File: src/rtl/cmpu_pkg.sv
package cmpu_pkg;
  localparam int NUM_CH  = 4;
  localparam int CH_AW   = $clog2(NUM_CH);
  localparam int PAIR_LO = NUM_CH / 2;

  typedef enum logic {
    MODE_SINGLE = 1'b0,
    MODE_DUAL   = 1'b1
  } cmp_mode_e;

  // Channel uses the second counter only in dual mode and only for the upper pair.
  function automatic logic uses_cnt2(cmp_mode_e mode, int ch);
    return (mode == MODE_DUAL) && (ch >= PAIR_LO);
  endfunction
endpackage

File: src/rtl/cmpu_counter.sv
module cmpu_counter #(
  parameter int W = 12
) (
  input  logic         clk_i,
  input  logic         rst_ni,
  input  logic         en_i,
  input  logic         hold_zero_i,
  output logic [W-1:0] cnt_o,
  output logic         wrap_o
);
  logic [W-1:0] cnt_q, cnt_d;
  logic         ld_en;

  always_comb begin
    cnt_d  = cnt_q;
    ld_en  = 1'b0;
    wrap_o = 1'b0;
    if (hold_zero_i) begin
      cnt_d = '0;
      ld_en = 1'b1;
    end else if (en_i) begin
      cnt_d  = cnt_q + W'(1);
      ld_en  = 1'b1;
      wrap_o = (cnt_q == {W{1'b1}});
    end
  end

  always_ff @(posedge clk_i or negedge rst_ni) begin
    if (!rst_ni)    cnt_q <= '0;
    else if (ld_en) cnt_q <= cnt_d;
  end

  assign cnt_o = cnt_q;
endmodule

File: src/rtl/cmpu_channel.sv
module cmpu_channel #(
  parameter int W = 12
) (
  input  logic         clk_i,
  input  logic         rst_ni,
  input  logic         wr_i,
  input  logic [W-1:0] wr_data_i,
  input  logic         xfer_req_i,
  input  logic         ovf_i,
  input  logic [W-1:0] cnt_i,
  input  logic         clr_i,
  output logic [W-1:0] pre_o,
  output logic [W-1:0] act_o,
  output logic         pend_o,
  output logic         flag_o
);
  logic [W-1:0] pre_q, pre_d, act_q, act_d;
  logic         pend_q, pend_d, flag_q, flag_d;
  logic         hit, do_xfer;

  always_comb begin
    do_xfer = ovf_i & pend_q;
    hit     = (act_q != '0) && (cnt_i == act_q);
    pre_d   = wr_i ? wr_data_i : pre_q;
    act_d   = do_xfer ? pre_q : act_q;
    // a request arriving in the transfer cycle stays pending for the next one
    pend_d  = xfer_req_i | (pend_q & ~ovf_i);
    // a match beats a clear in the same cycle
    flag_d  = hit | (flag_q & ~clr_i);
  end

  always_ff @(posedge clk_i or negedge rst_ni) begin
    if (!rst_ni) begin
      pre_q  <= '0;
      act_q  <= '0;
      pend_q <= 1'b0;
      flag_q <= 1'b0;
    end else begin
      if (wr_i)    pre_q <= pre_d;
      if (do_xfer) act_q <= act_d;
      pend_q <= pend_d;
      flag_q <= flag_d;
    end
  end

  assign pre_o  = pre_q;
  assign act_o  = act_q;
  assign pend_o = pend_q;
  assign flag_o = flag_q;
endmodule

File: src/rtl/cmpu_top.sv
module cmpu_top
  import cmpu_pkg::*;
#(
  parameter int CNT_W = 12
) (
  input  logic                 clk_i,
  input  logic                 rst_ni,
  input  logic                 run1_i,
  input  logic                 run2_i,
  input  logic                 dual_i,
  input  logic                 wr_en_i,
  input  logic [CH_AW-1:0]     wr_ch_i,
  input  logic [CNT_W-1:0]     wr_data_i,
  input  logic [CH_AW:0]       rd_addr_i,
  output logic [CNT_W-1:0]     rd_data_o,
  input  logic [NUM_CH-1:0]    xfer_set_i,
  input  logic [NUM_CH-1:0]    flag_clr_i,
  input  logic                 irq_en_i,
  output logic [CNT_W-1:0]     cnt1_o,
  output logic [CNT_W-1:0]     cnt2_o,
  output logic [1:0]           ovf_o,
  output logic [NUM_CH-1:0]    xfer_pend_o,
  output logic [NUM_CH-1:0]    flag_o,
  output logic                 irq_o
);
  logic [1:0]                         rst_pipe;
  logic                               rst_sync_n;
  cmp_mode_e                          mode;
  logic [CNT_W-1:0]                   cnt1, cnt2;
  logic                               ovf1, ovf2;
  logic [NUM_CH-1:0][CNT_W-1:0]       pre_arr, act_arr;
  logic [NUM_CH-1:0]                  pend, flag;

  // asynchronous assertion, synchronous release
  always_ff @(posedge clk_i or negedge rst_ni) begin
    if (!rst_ni) rst_pipe <= 2'b00;
    else         rst_pipe <= {rst_pipe[0], 1'b1};
  end
  assign rst_sync_n = rst_pipe[1];

  assign mode = cmp_mode_e'(dual_i);

  cmpu_counter #(.W(CNT_W)) u_cnt1 (
    .clk_i(clk_i), .rst_ni(rst_sync_n), .en_i(run1_i), .hold_zero_i(1'b0),
    .cnt_o(cnt1), .wrap_o(ovf1)
  );

  cmpu_counter #(.W(CNT_W)) u_cnt2 (
    .clk_i(clk_i), .rst_ni(rst_sync_n), .en_i(run2_i),
    .hold_zero_i(mode == MODE_SINGLE),
    .cnt_o(cnt2), .wrap_o(ovf2)
  );

  for (genvar g = 0; g < NUM_CH; g++) begin : g_ch
    logic             sel2;
    logic [CNT_W-1:0] src_cnt;
    logic             src_ovf;

    assign sel2    = uses_cnt2(mode, g);
    assign src_cnt = sel2 ? cnt2 : cnt1;
    assign src_ovf = sel2 ? ovf2 : ovf1;

    cmpu_channel #(.W(CNT_W)) u_chan (
      .clk_i     (clk_i),
      .rst_ni    (rst_sync_n),
      .wr_i      (wr_en_i && (wr_ch_i == CH_AW'(g))),
      .wr_data_i (wr_data_i),
      .xfer_req_i(xfer_set_i[g]),
      .ovf_i     (src_ovf),
      .cnt_i     (src_cnt),
      .clr_i     (flag_clr_i[g]),
      .pre_o     (pre_arr[g]),
      .act_o     (act_arr[g]),
      .pend_o    (pend[g]),
      .flag_o    (flag[g])
    );
  end

  assign rd_data_o   = rd_addr_i[CH_AW] ? act_arr[rd_addr_i[CH_AW-1:0]]
                                        : pre_arr[rd_addr_i[CH_AW-1:0]];
  assign cnt1_o      = cnt1;
  assign cnt2_o      = cnt2;
  assign ovf_o       = {ovf2, ovf1};
  assign xfer_pend_o = pend;
  assign flag_o      = flag;
  assign irq_o       = irq_en_i & (|flag);
endmodule

File: config.mk
export PLATFORM = sky130hd
export DESIGN_NAME = cmpu_top
export DESIGN_NICKNAME = d
export VERILOG_FILES = /design/src/rtl/cmpu_pkg.sv /design/src/rtl/cmpu_counter.sv /design/src/rtl/cmpu_channel.sv /design/src/rtl/cmpu_top.sv
export SDC_FILE = /design/constraint.sdc
export NUM_CORES = 1
export LEC_CHECK = 0
export BUFFER_PORTS_ARGS = -buffer_cell sky130_fd_sc_hd__buf_2
export CAP_MARGIN = 40
export CORE_MARGIN = 2
export CORE_UTILIZATION = 40
export CTS_BUF_LIST = sky130_fd_sc_hd__clkbuf_8
export DETAILED_ROUTE_END_ITERATION = 16
export GPL_TIMING_DRIVEN = 0
export HOLD_SLACK_MARGIN = 0.12
export SLEW_MARGIN = 15
export SYNTH_ARGS = -nofsm -noshare
export SYNTH_HDL_FRONTEND = slang
export SYNTH_SLANG_ARGS = --single-unit
File: constraint.sdc
create_clock -name clk_i -period 3.5 [get_ports clk_i]
set_input_delay 0.175 -clock clk_i [delete_from_list [all_inputs] [get_ports clk_i]]
set_output_delay 0.175 -clock clk_i [all_outputs]
set_load 0.03 [all_outputs]
==> flow_summary_export.csv, run 1 <==
group,metric,value,unit
worst_setup_path,reg2reg_slack,1330,ps
clock_tree,cts.path.max_buffers,2,
sta,drv_slew,0,
global_routing,grt_use_total,20.2,%
power,combPwrFrac,21.7,%
worst_setup_path,worstSetupEndpointType,"primary output",
yosys,synth_mux_area_share,29.3,%
yosys,synthFlopType,"dfrtp_1",
worst_setup_path,path_class,"reg2out",
clock_tree,root_buffer,"clkbuf_8",
sta,setup_tns,0,ps
yosys,yosys.area.top_type_share,48.3,%
yosys,synth_xor_area_share,8.58,%
power,p_int,0.00260,W
layout,finalNonFillerCells,847,
power,max-vdd-ir-drop,0.238,mV
sta,setup_violations,0,
power,power.switching,0.00123,W
place,placed_cells,791,
sta,post-route-period-util,63.0,%
yosys,synthDistinctLibCells,42,
yosys,netlist_area,6740,um^2
worst_setup_path,start_kind,"flip-flop",
yosys,synth_cells,494,
place,gp_congestion,0.955,
power,finalPower,0.00383,W
floorplan,die_w,134,um
yosys,synth-async-reset-ratio,100,%
routing,drtIter0Drc,199,
global_routing,grt-ovfl-total,0,
clock_tree,cts_resized,0,
global_routing,grt_pass1_vias,4809,
layout,layout-drive-gt1-share,44.7,%
floorplan,die_y,134,um
yosys,netlist_top_cells_count,"dfrtp_1, mux2_2, xnor2_1",
worst_setup_path,cp.required,3320,ps
sta,worst_slack,1300,ps
yosys,synth-edff-count,0,
power,seq_power_share,47.0,%
worst_setup_path,crit_path_top_delay_cell,"dfrtp_1",
routing,drt_pass1_iterations,4,
sta,hold_violations,0,
routing,routedWlPerCell,19.8,um
yosys,synthSimpleGateAreaFrac,7.15,%
routing,drcViolationCount,0,
global_routing,antenna_found_initial,0,
yosys,synth_fp_nets,528,
routing,viasPerCell,5.31,
yosys,synth_most_common_cell,"dfrtp_1",
yosys,yosys_warnings,0,
yosys,synth_sequential_area_ratio,48.3,%
yosys,synth_compound_area_share,2.47,%
floorplan,die_area,17900,um^2
yosys,syn_avg_cell_area,13.6,um^2
global_routing,grt_max_degree,50,
clock_tree,clkTransAtPathRegs,80,ps
yosys,yosys.area.top_type,"dfrtp_1",
worst_setup_path,path_max_fanout,8,
sta,max_freq,0.454,GHz
worst_setup_path,worstPathArrival,2030,ps
hold_path,min_path_type,"in2reg",
yosys,synth_top_family_by_area,"multiplexers",
clock_tree,htree_levels,4,
floorplan,initial_core_util,40.8,%
layout,multi_input_area,3230,um^2
power,switching_share,32.2,%
sta,slew_headroom,41.6,%
clock_tree,clk_latency,450,ps
layout,ff_latch_area,3260,um^2
layout,n_fill_cell,1477,
worst_setup_path,crit_chain,"ha_1 -> nand4_4 -> inv_1 -> buf_4 -> buf_2",
sta,clock_skew,7.90,ps
yosys,synth-seq-cells,130,
floorplan,design.core.area,16500,um^2
floorplan,ios,79,
global_routing,grt_first_pass_wirelength,27.0,mm
power,leakage,3.81,nW
layout,syn2layout_area_growth,19.6,%
place,dp_slack,1320,ps
routing,vias,4500,
place,dp_hpwl,12.6,mm
sta,worst_slew_pin_slew,876,ps
clock_tree,cts_buffers,17,
worst_setup_path,cpPeakStageDelay,590,ps
place,io_buffers,75,
sta,rsz0062_at_grt,"no",
status,status,"finished, final reports clean",
yosys,synth_fa_ha_area_share,0.371,%
layout,nets,648,
floorplan,rows,47,
power,clkPwrFrac,31.3,%
routing,ant_nets,0,
sta,layout_min_cycle_time,2200,ps
yosys,synth_area_leaders,"dfrtp_1, mux2_2, mux4_2, xnor2_1, mux2_4",
clock_tree,cts_tree,"done",
flow_run,cap_violations,0,
routing,routed_wirelength,16.8,mm
clock_tree,cts_sinks,130,
layout,diodes,0,
power,power.density,475,nW/um^2
-- power by group through the flow --
stage,clock (W),sequential (W),combinational (W)
floorplan,0,0.00186,0.000518
global placement,0,0.00185,0.000766
detailed placement,0,0.00183,0.000818
CTS,0.00123,0.00180,0.000843
global route,0.00130,0.00182,0.000900
finish,0.00120,0.00180,0.000831
-- worst paths after layout --
| kind | cells past startpoint | end | from |
|---|---|---|---|
| max | 5 | ovf_o[0] | u_cnt1.cnt_o[1] |
| min | 3 | g_ch[3].u_chan.pre_o[0] | wr_ch_i[1] |
| max reg2reg | 6 | g_ch[0].u_chan.act_o[1] | u_cnt1.cnt_o[1] |
| min reg2reg | 0 | g_ch[1].u_chan.pre_o[3] | rst_pipe[1] |
| max in group asynchronous | 2 | g_ch[1].u_chan.flag_o | rst_pipe[1] |
| min in group asynchronous | 0 | g_ch[1].u_chan.pre_o[3] | rst_pipe[1] |
-- through the flow --
step | hold slack [ps] | area [um^2] | util [%]
2_1_floorplan | -121 | 6740 | -
3_3_place_gp | -39.2 | 7390 | 44.7
6_report | 151 | 8060 | 48.8
3_5_place_dp | -35.5 | 7450 | 45.1
4_1_cts | 127 | 8060 | 48.8
5_1_grt | 145 | 8060 | 48.8
-- cell type report --
type	instances	share of cell area (%)
sequential	130	40.4
multi-input combinational	318	40.1
timing repair buffer	101	8.32
tap	220	3.42
clock buffer	17	2.90
buffer	38	2.80
clock inverter	15	1.71
inverter	8	0.373
-- registers in the layout, indices dropped and copies added, names as in the netlist --
name / cells
g_ch.u_chan.act_o: 48
g_ch.u_chan.flag_o: 4
g_ch.u_chan.pend_o: 4
g_ch.u_chan.pre_o: 48
rst_pipe: 2
u_cnt1.cnt_o: 12
u_cnt2.cnt_o: 12
-- cells in the final DEF (no fill, tap or decap), types with 3 or more instances in the layout --
cell type      netlist  final
xor2_1              26     26
nor2_1               4      4
buf_1                4      4
clkbuf_1             5      5
buf_4               11     11
dfrtp_1            130    129
mux4_2              24     24
clkbuf_8             0     17
clkinvlp_4           0      6
xnor2_1             40     40
inv_1                8      8
mux2i_1             13     13
mux2_4              20     20
nor3_1               4      4
mux2_2              89     89
dlygate4sd3_1        0     24
a31oi_1              4      4
nand2_1             11     11
nor4_1              18     18
nand4_1              7      7
clkinv_4             0      4
o21ai_0              6      6
buf_2               15     90
and3_1               3      3
and4_1               4      4
buf_6                3      3
and2_1               9      9
nand3_1              9      9
-- worst max-delay path: cells and delay by family (launching register included) --
kind                     cells  cell delay [ps]
AND/OR/NAND/NOR              1              170
adder cells (fa/ha/maj)      1              390
flip-flops                   1              590
buffers and inverters        3              420
-- logic make-up (layout without fill, tap and decap cells) --
group / after synthesis / in the layout
buf+inv: 46 / 179
other cells: 1 / 1
simple gates: 80 / 80
fa+ha+maj: 2 / 2
flops: 130 / 130
mux: 146 / 146
compound gates: 23 / 23
xor+xnor: 66 / 66
-- per-layer routing --
metal | up-vias | share of wire, % | global-route usage [%]
met1 | 2319 | 45 | 26.8
met2 | 124 | 48 | 32.1
met3 | 32 | 4.5 | 4.23
met4 | 0 | 3.0 | 8.92
met5 | - | 0 | 0
li1 | 2025 | - | -
-- repair_timing --
item | 4_1_cts | 5_1_grt
hold buffers | 24 | 0
buffers inserted | 0 | 0
hold endpoints to repair | 65 | 0
Note: power is estimated with default switching activity, not from simulation.
==> run 2, diff against run 1 <==
Clock period 3.5 ns to 2.1 ns, I/O delays scaled along.
==> run 2 against run 1 <==
Against the previous run:
- global-route usage is 0.55 points lower
- die area is the same
- count of clock-buffer cells in the layout unchanged
==> flow_summary_export.csv, run 2 (synthesized netlist as in run 1, its figures left out) <==
group,metric,value,unit
clock_tree,cts_sinks,130,
clock_tree,htree_levels,4,
layout,n_fill_cell,1454,
sta,max_freq,0.492,GHz
clock_tree,clk_latency,460,ps
layout,nets,653,
worst_setup_path,cp.required,2000,ps
global_routing,grt-ovfl-total,0,
sta,setup_violations,0,
sta,slew_headroom,47.4,%
worst_setup_path,worstSetupEndpointType,"primary output",
layout,mostFrequentLayoutCell,"dfrtp_1",
sta,layout_min_cycle_time,2030,ps
layout,diodes,0,
layout,syn2layout_area_growth,21.2,%
layout,final_util,49.4,%
floorplan,die_y,134,um
worst_setup_path,start_kind,"input pin",
routing,drcViolationCount,0,
power,power.density,822,nW/um^2
sta,clock_skew,13.0,ps
sta,worst_hold_slack,160,ps
routing,drtIter0Drc,211,
global_routing,grt_max_degree,58,
power,finalPower,0.00672,W
sta,rsz0062_at_grt,"yes",
floorplan,initial_core_util,40.8,%
floorplan,die_area,17900,um^2
clock_tree,clkTransAtPathRegs,80,ps
worst_setup_path,crit_path_top_delay_cell,"clkbuf_1",
layout,layout-drive-gt1-share,45.4,%
power,max-vdd-ir-drop,0.369,mV
routing,routedWlPerCell,19.8,um
power,leakage,3.88,nW
floorplan,rows,47,
clock_tree,root_buffer,"clkbuf_8",
sta,setup_tns,0,ps
routing,routed_wirelength,16.9,mm
clock_tree,cts.path.max_buffers,2,
global_routing,grt_use_total,19.6,%
floorplan,ios,79,
sta,post-route-period-util,96.8,%
floorplan,die_w,134,um
routing,drt_pass1_iterations,4,
place,dp_hpwl,12.4,mm
flow_run,cap_violations,0,
sta,drv_slew,0,
worst_setup_path,path_max_fanout,10,
hold_path,min_path_type,"in2reg",
global_routing,grt_pass1_vias,4701,
worst_setup_path,crit_chain,"buf_1 -> clkbuf_1 -> mux4_2 -> mux2_2 -> buf_2",
status,status,"finished, final reports clean",
sta,hold_violations,0,
routing,ant_nets,0,
floorplan,design.core.area,16500,um^2
place,io_buffers,75,
sta,worst_slew_pin_slew,789,ps
global_routing,grt_first_pass_wirelength,26.5,mm
worst_setup_path,path_class,"in2out",
routing,viasPerCell,5.30,
clock_tree,cts_buffers,17,
place,gp_congestion,0.949,
worst_setup_path,cpPeakStageDelay,610,ps
routing,vias,4515,
clock_tree,cts_tree,"done",
global_routing,antenna_found_initial,0,
layout,layout_common_cells,"dfrtp_1, mux2_2, buf_2",
worst_setup_path,worstPathArrival,1930,ps
run 2: changes by cell type in the layout (fill, tap and decap cells not counted), moves of 3 or more:
cell	previous run	this run
dlygate4sd3_1	24	28
clkinv_2	2	6
dfrtp_1	129	126
dfrtp_2	0	3
clkinvlp_4	6	2
bufinv_16	1	4
run 2: timing repair:
item                                    CTS  global route
hold endpoints to repair                 66             0
endpoints found under the setup margin   42            22
setup buffers                             1             0
gates resized for setup                   2             7
hold buffers                             28             0
cloned                                    0             0
run 2: report_power, final:
part           internal [W]  leakage (nW)  total [W]  switching, W
Clock               0.00128         0.215    0.00230       0.00102
Combinational      0.000649          1.99    0.00140      0.000754
Sequential          0.00275          1.67    0.00301      0.000257
run 2: critical path: cells and delay by family:
kind	cells	cell delay (ps)
mux	2	710
buf+inv	3	1110
run 2: final cells by class:
type	instances	area (um^2)	area share, %
plain buffers	38	230	2.82
clock buffers	17	234	2.87
clock inverters	15	191	2.34
inverters	8	30.0	0.368
multi-input cells	318	3230	39.6
flip-flops and latches	130	3260	39.9
well taps	220	275	3.37
repair buffers	106	711	8.70
run 2: worst paths after layout:
path                                 start                 endpoint  slack (ps)  cells after the start
setup / recovery              rd_addr_i[1]             rd_data_o[0]          70                      5
hold / removal                      dual_i         u_cnt2.cnt_o[11]         160                      3
setup reg to reg           u_cnt1.cnt_o[5]  g_ch[3].u_chan.act_o[7]         110                      7
hold reg to reg                rst_pipe[1]  g_ch[0].u_chan.pre_o[3]         330                      0
max in group asynchronous      rst_pipe[1]          u_cnt1.cnt_o[4]        1090                      1
min in group asynchronous      rst_pipe[1]  g_ch[0].u_chan.pre_o[3]         330                      0
run 2: metrics by stage:
| stage | worst slack [ps] | std cells | area (um^2) |
|---|---|---|---|
| final | 66.8 | 852 | 8170 |
| after global routing | -4.99 | 852 | 8170 |
| after CTS | 0.283 | 852 | 8150 |
| after detailed placement | -86.0 | 791 | 7440 |
| after global placement | -71.8 | 789 | 7390 |
| after floorplan | 149 | 494 | 6740 |
run 2: routing by layer:
layer / share of wire [%] / global-route usage (%)
met5: 0 / 0
met4: 2.0 / 6.21
met3: 4.2 / 4.46
met1: 46 / 26.7
met2: 48 / 31.3
==> run 3, diff against run 2 <==
Settings changed: ABC_AREA set to 1.
==> run 3 against run 2 <==
Against the previous run:
- first-iteration DRC count grew to 3.3 times the previous value
- final area is 8.5% higher
- clock skew is 4.0 ps lower
- sequential share of layout area is 3.1 points lower
- fmax is 1.9% higher
- cell count is 61% higher
- die area is 8.6% higher
- combinational power is 30% higher
==> flow_summary_export.csv, run 3 <==
group,metric,value,unit
yosys,netlist_area,7340,um^2
power,max-vdd-ir-drop,0.847,mV
global_routing,grt_first_pass_wirelength,37.3,mm
yosys,synth_sequential_area_ratio,44.3,%
sta,clock_skew,8.91,ps
floorplan,initial_core_util,40.8,%
clock_tree,cts_buffers,17,
clock_tree,clk_latency,440,ps
routing,routedWlPerCell,17.1,um
clock_tree,htree_levels,4,
sta,drv_slew,0,
worst_setup_path,path_max_fanout,10,
routing,ant_nets,0,
worst_setup_path,cp.required,2000,ps
floorplan,ios,79,
clock_tree,clkTransAtPathRegs,80,ps
layout,multi_input_area,3390,um^2
flow_run,cap_violations,0,
global_routing,grt_pass1_vias,6783,
clock_tree,cts_tree,"done",
yosys,synth_cells,1000,
sta,layout_min_cycle_time,1990,ps
yosys,synth-async-reset-ratio,100,%
sta,worst_slack,106,ps
yosys,synthFlopType,"dfrtp_1",
sta,max_freq,0.501,GHz
layout,layout_common_cells,"nand2_1, dfrtp_1, inv_1, o21ai_0, nand3_1",
power,power.density,799,nW/um^2
layout,mostFrequentLayoutCell,"nand2_1",
yosys,yosys_warnings,0,
worst_setup_path,worstSetupEndpointType,"primary output",
place,gp_congestion,0.936,
floorplan,design.core.area,18000,um^2
yosys,synth-edff-count,0,
yosys,yosys.area.top_type_share,44.3,%
global_routing,grt-ovfl-total,0,
global_routing,grt_max_degree,46,
sta,slew_headroom,66.0,%
sta,rsz0062_at_grt,"no",
layout,design_area,8860,um^2
sta,setup_tns,0,ps
routing,viasPerCell,5.07,
yosys,synth_area_leaders,"dfrtp_1, nand2_1, o21ai_0, nand3_1, inv_1",
yosys,synth-seq-cells,130,
routing,drtIter0Drc,688,
place,place_area,8080,um^2
sta,worst_hold_slack,286,ps
layout,syn2layout_area_growth,20.8,%
yosys,synth_fp_nets,1034,
floorplan,die_w,139,um
layout,n_fill_cell,1862,
clock_tree,root_buffer,"clkbuf_8",
clock_tree,cts.path.max_buffers,2,
layout,layout-drive-gt1-share,16.3,%
yosys,netlist_top_cells_count,"nand2_1, dfrtp_1, o21ai_0",
place,io_buffers,76,
sta,hold_violations,0,
routing,routed_wirelength,23.5,mm
sta,worst_slew_pin_slew,505,ps
routing,vias,6958,
yosys,synth_most_common_cell,"nand2_1",
routing,drcViolationCount,0,
yosys,synthDistinctLibCells,34,
worst_setup_path,path_class,"in2out",
power,finalPower,0.00708,W
status,status,"finished, final reports clean",
layout,nets,1165,
floorplan,die_y,139,um
worst_setup_path,worstPathArrival,1890,ps
sta,setup_violations,0,
place,dp_hpwl,18.3,mm
power,leakage,4.49,nW
global_routing,antenna_found_initial,0,
sta,post-route-period-util,95.0,%
layout,ff_latch_area,3270,um^2
layout,diodes,0,
place,dp_slack,133,ps
routing,drt_pass1_iterations,8,
worst_setup_path,start_kind,"input pin",
clock_tree,cts_sinks,130,
floorplan,rows,49,
yosys,syn_avg_cell_area,7.34,um^2
hold_path,min_path_type,"in2reg",
yosys,yosys.area.top_type,"dfrtp_1",
global_routing,grt_use_total,24.7,%
floorplan,die_area,19400,um^2
[run 3: final timing paths]
check / startpoint / endpoint / slack, ps / cells past startpoint
worst max-delay path: rd_addr_i[0] / rd_data_o[6] / 110 / 7
worst min-delay path: dual_i / u_cnt2.cnt_o[7] / 290 / 5
worst max register to register: u_cnt1.cnt_o[8] / g_ch[3].u_chan.flag_o / 380 / 9
worst min register to register: rst_pipe[1] / g_ch[0].u_chan.pre_o[10] / 330 / 1
max in group asynchronous: rst_pipe[1] / u_cnt2.cnt_o[0] / 1260 / 2
min in group asynchronous: rst_pipe[1] / g_ch[0].u_chan.pre_o[10] / 330 / 1
[run 3: routing by layer]
metal / vias to the layer above / wire length (um) / track usage, %
li1: 3477 / - / -
met1: 3227 / 10900 / 34.0
met2: 220 / 10900 / 40.3
met3: 34 / 1100 / 3.51
met4: 0 / 615 / 8.08
met5: - / 0 / 0
[run 3: final cells by class]
| type | count | area share (%) |
|---|---|---|
| repair buffers | 113 | 8.87 |
| flip-flops and latches | 130 | 36.9 |
| inverters | 105 | 4.45 |
| plain buffers | 56 | 3.70 |
| clock buffers | 20 | 3.11 |
| well taps | 229 | 3.23 |
| multi-input cells | 708 | 38.2 |
| clock inverters | 11 | 1.55 |
[run 3: through the flow]
step | util, % | std cells
finish | 49.3 | 1372
global route | 49.3 | 1372
CTS | 49.1 | 1370
detailed placement | 45.0 | 1308
global placement | 44.6 | 1305
floorplan | - | 1000
[run 3: repair_timing]
action | 4_1_cts | 5_1_grt
buffers inserted | 3 | 2
pin swaps | 0 | 0
hold endpoints to repair | 67 | 0
hold buffers | 29 | 0
gates resized for setup | 12 | 7
setup endpoints to repair | 1 | 6
[run 3: logic make-up after synthesis]
kind of cell,Yosys count,synth area share [%]
AOI/OAI and AO/OA,176,13.1
xor gates and xnor gates,26,3.10
adders and majority gates,2,0.341
buffers and inverters,162,9.74
DFF,130,44.3
other,1,0.0511
and+or+nand+nor,503,29.3
[run 3: report_power, final]
part           total [W]  internal (W)  leakage [nW]  switching [W]
registers        0.00300       0.00275          1.68       0.000248
clock network    0.00226       0.00125         0.217        0.00101
logic            0.00182      0.000618          2.59        0.00120
[run 3: critical path, stage by stage]
cell and delay (ps):
clkbuf_1 340, clkbuf_1 450, o21ai_0 220, nand2_1 130, nor2_1 50, a31oi_1 300, buf_2 270
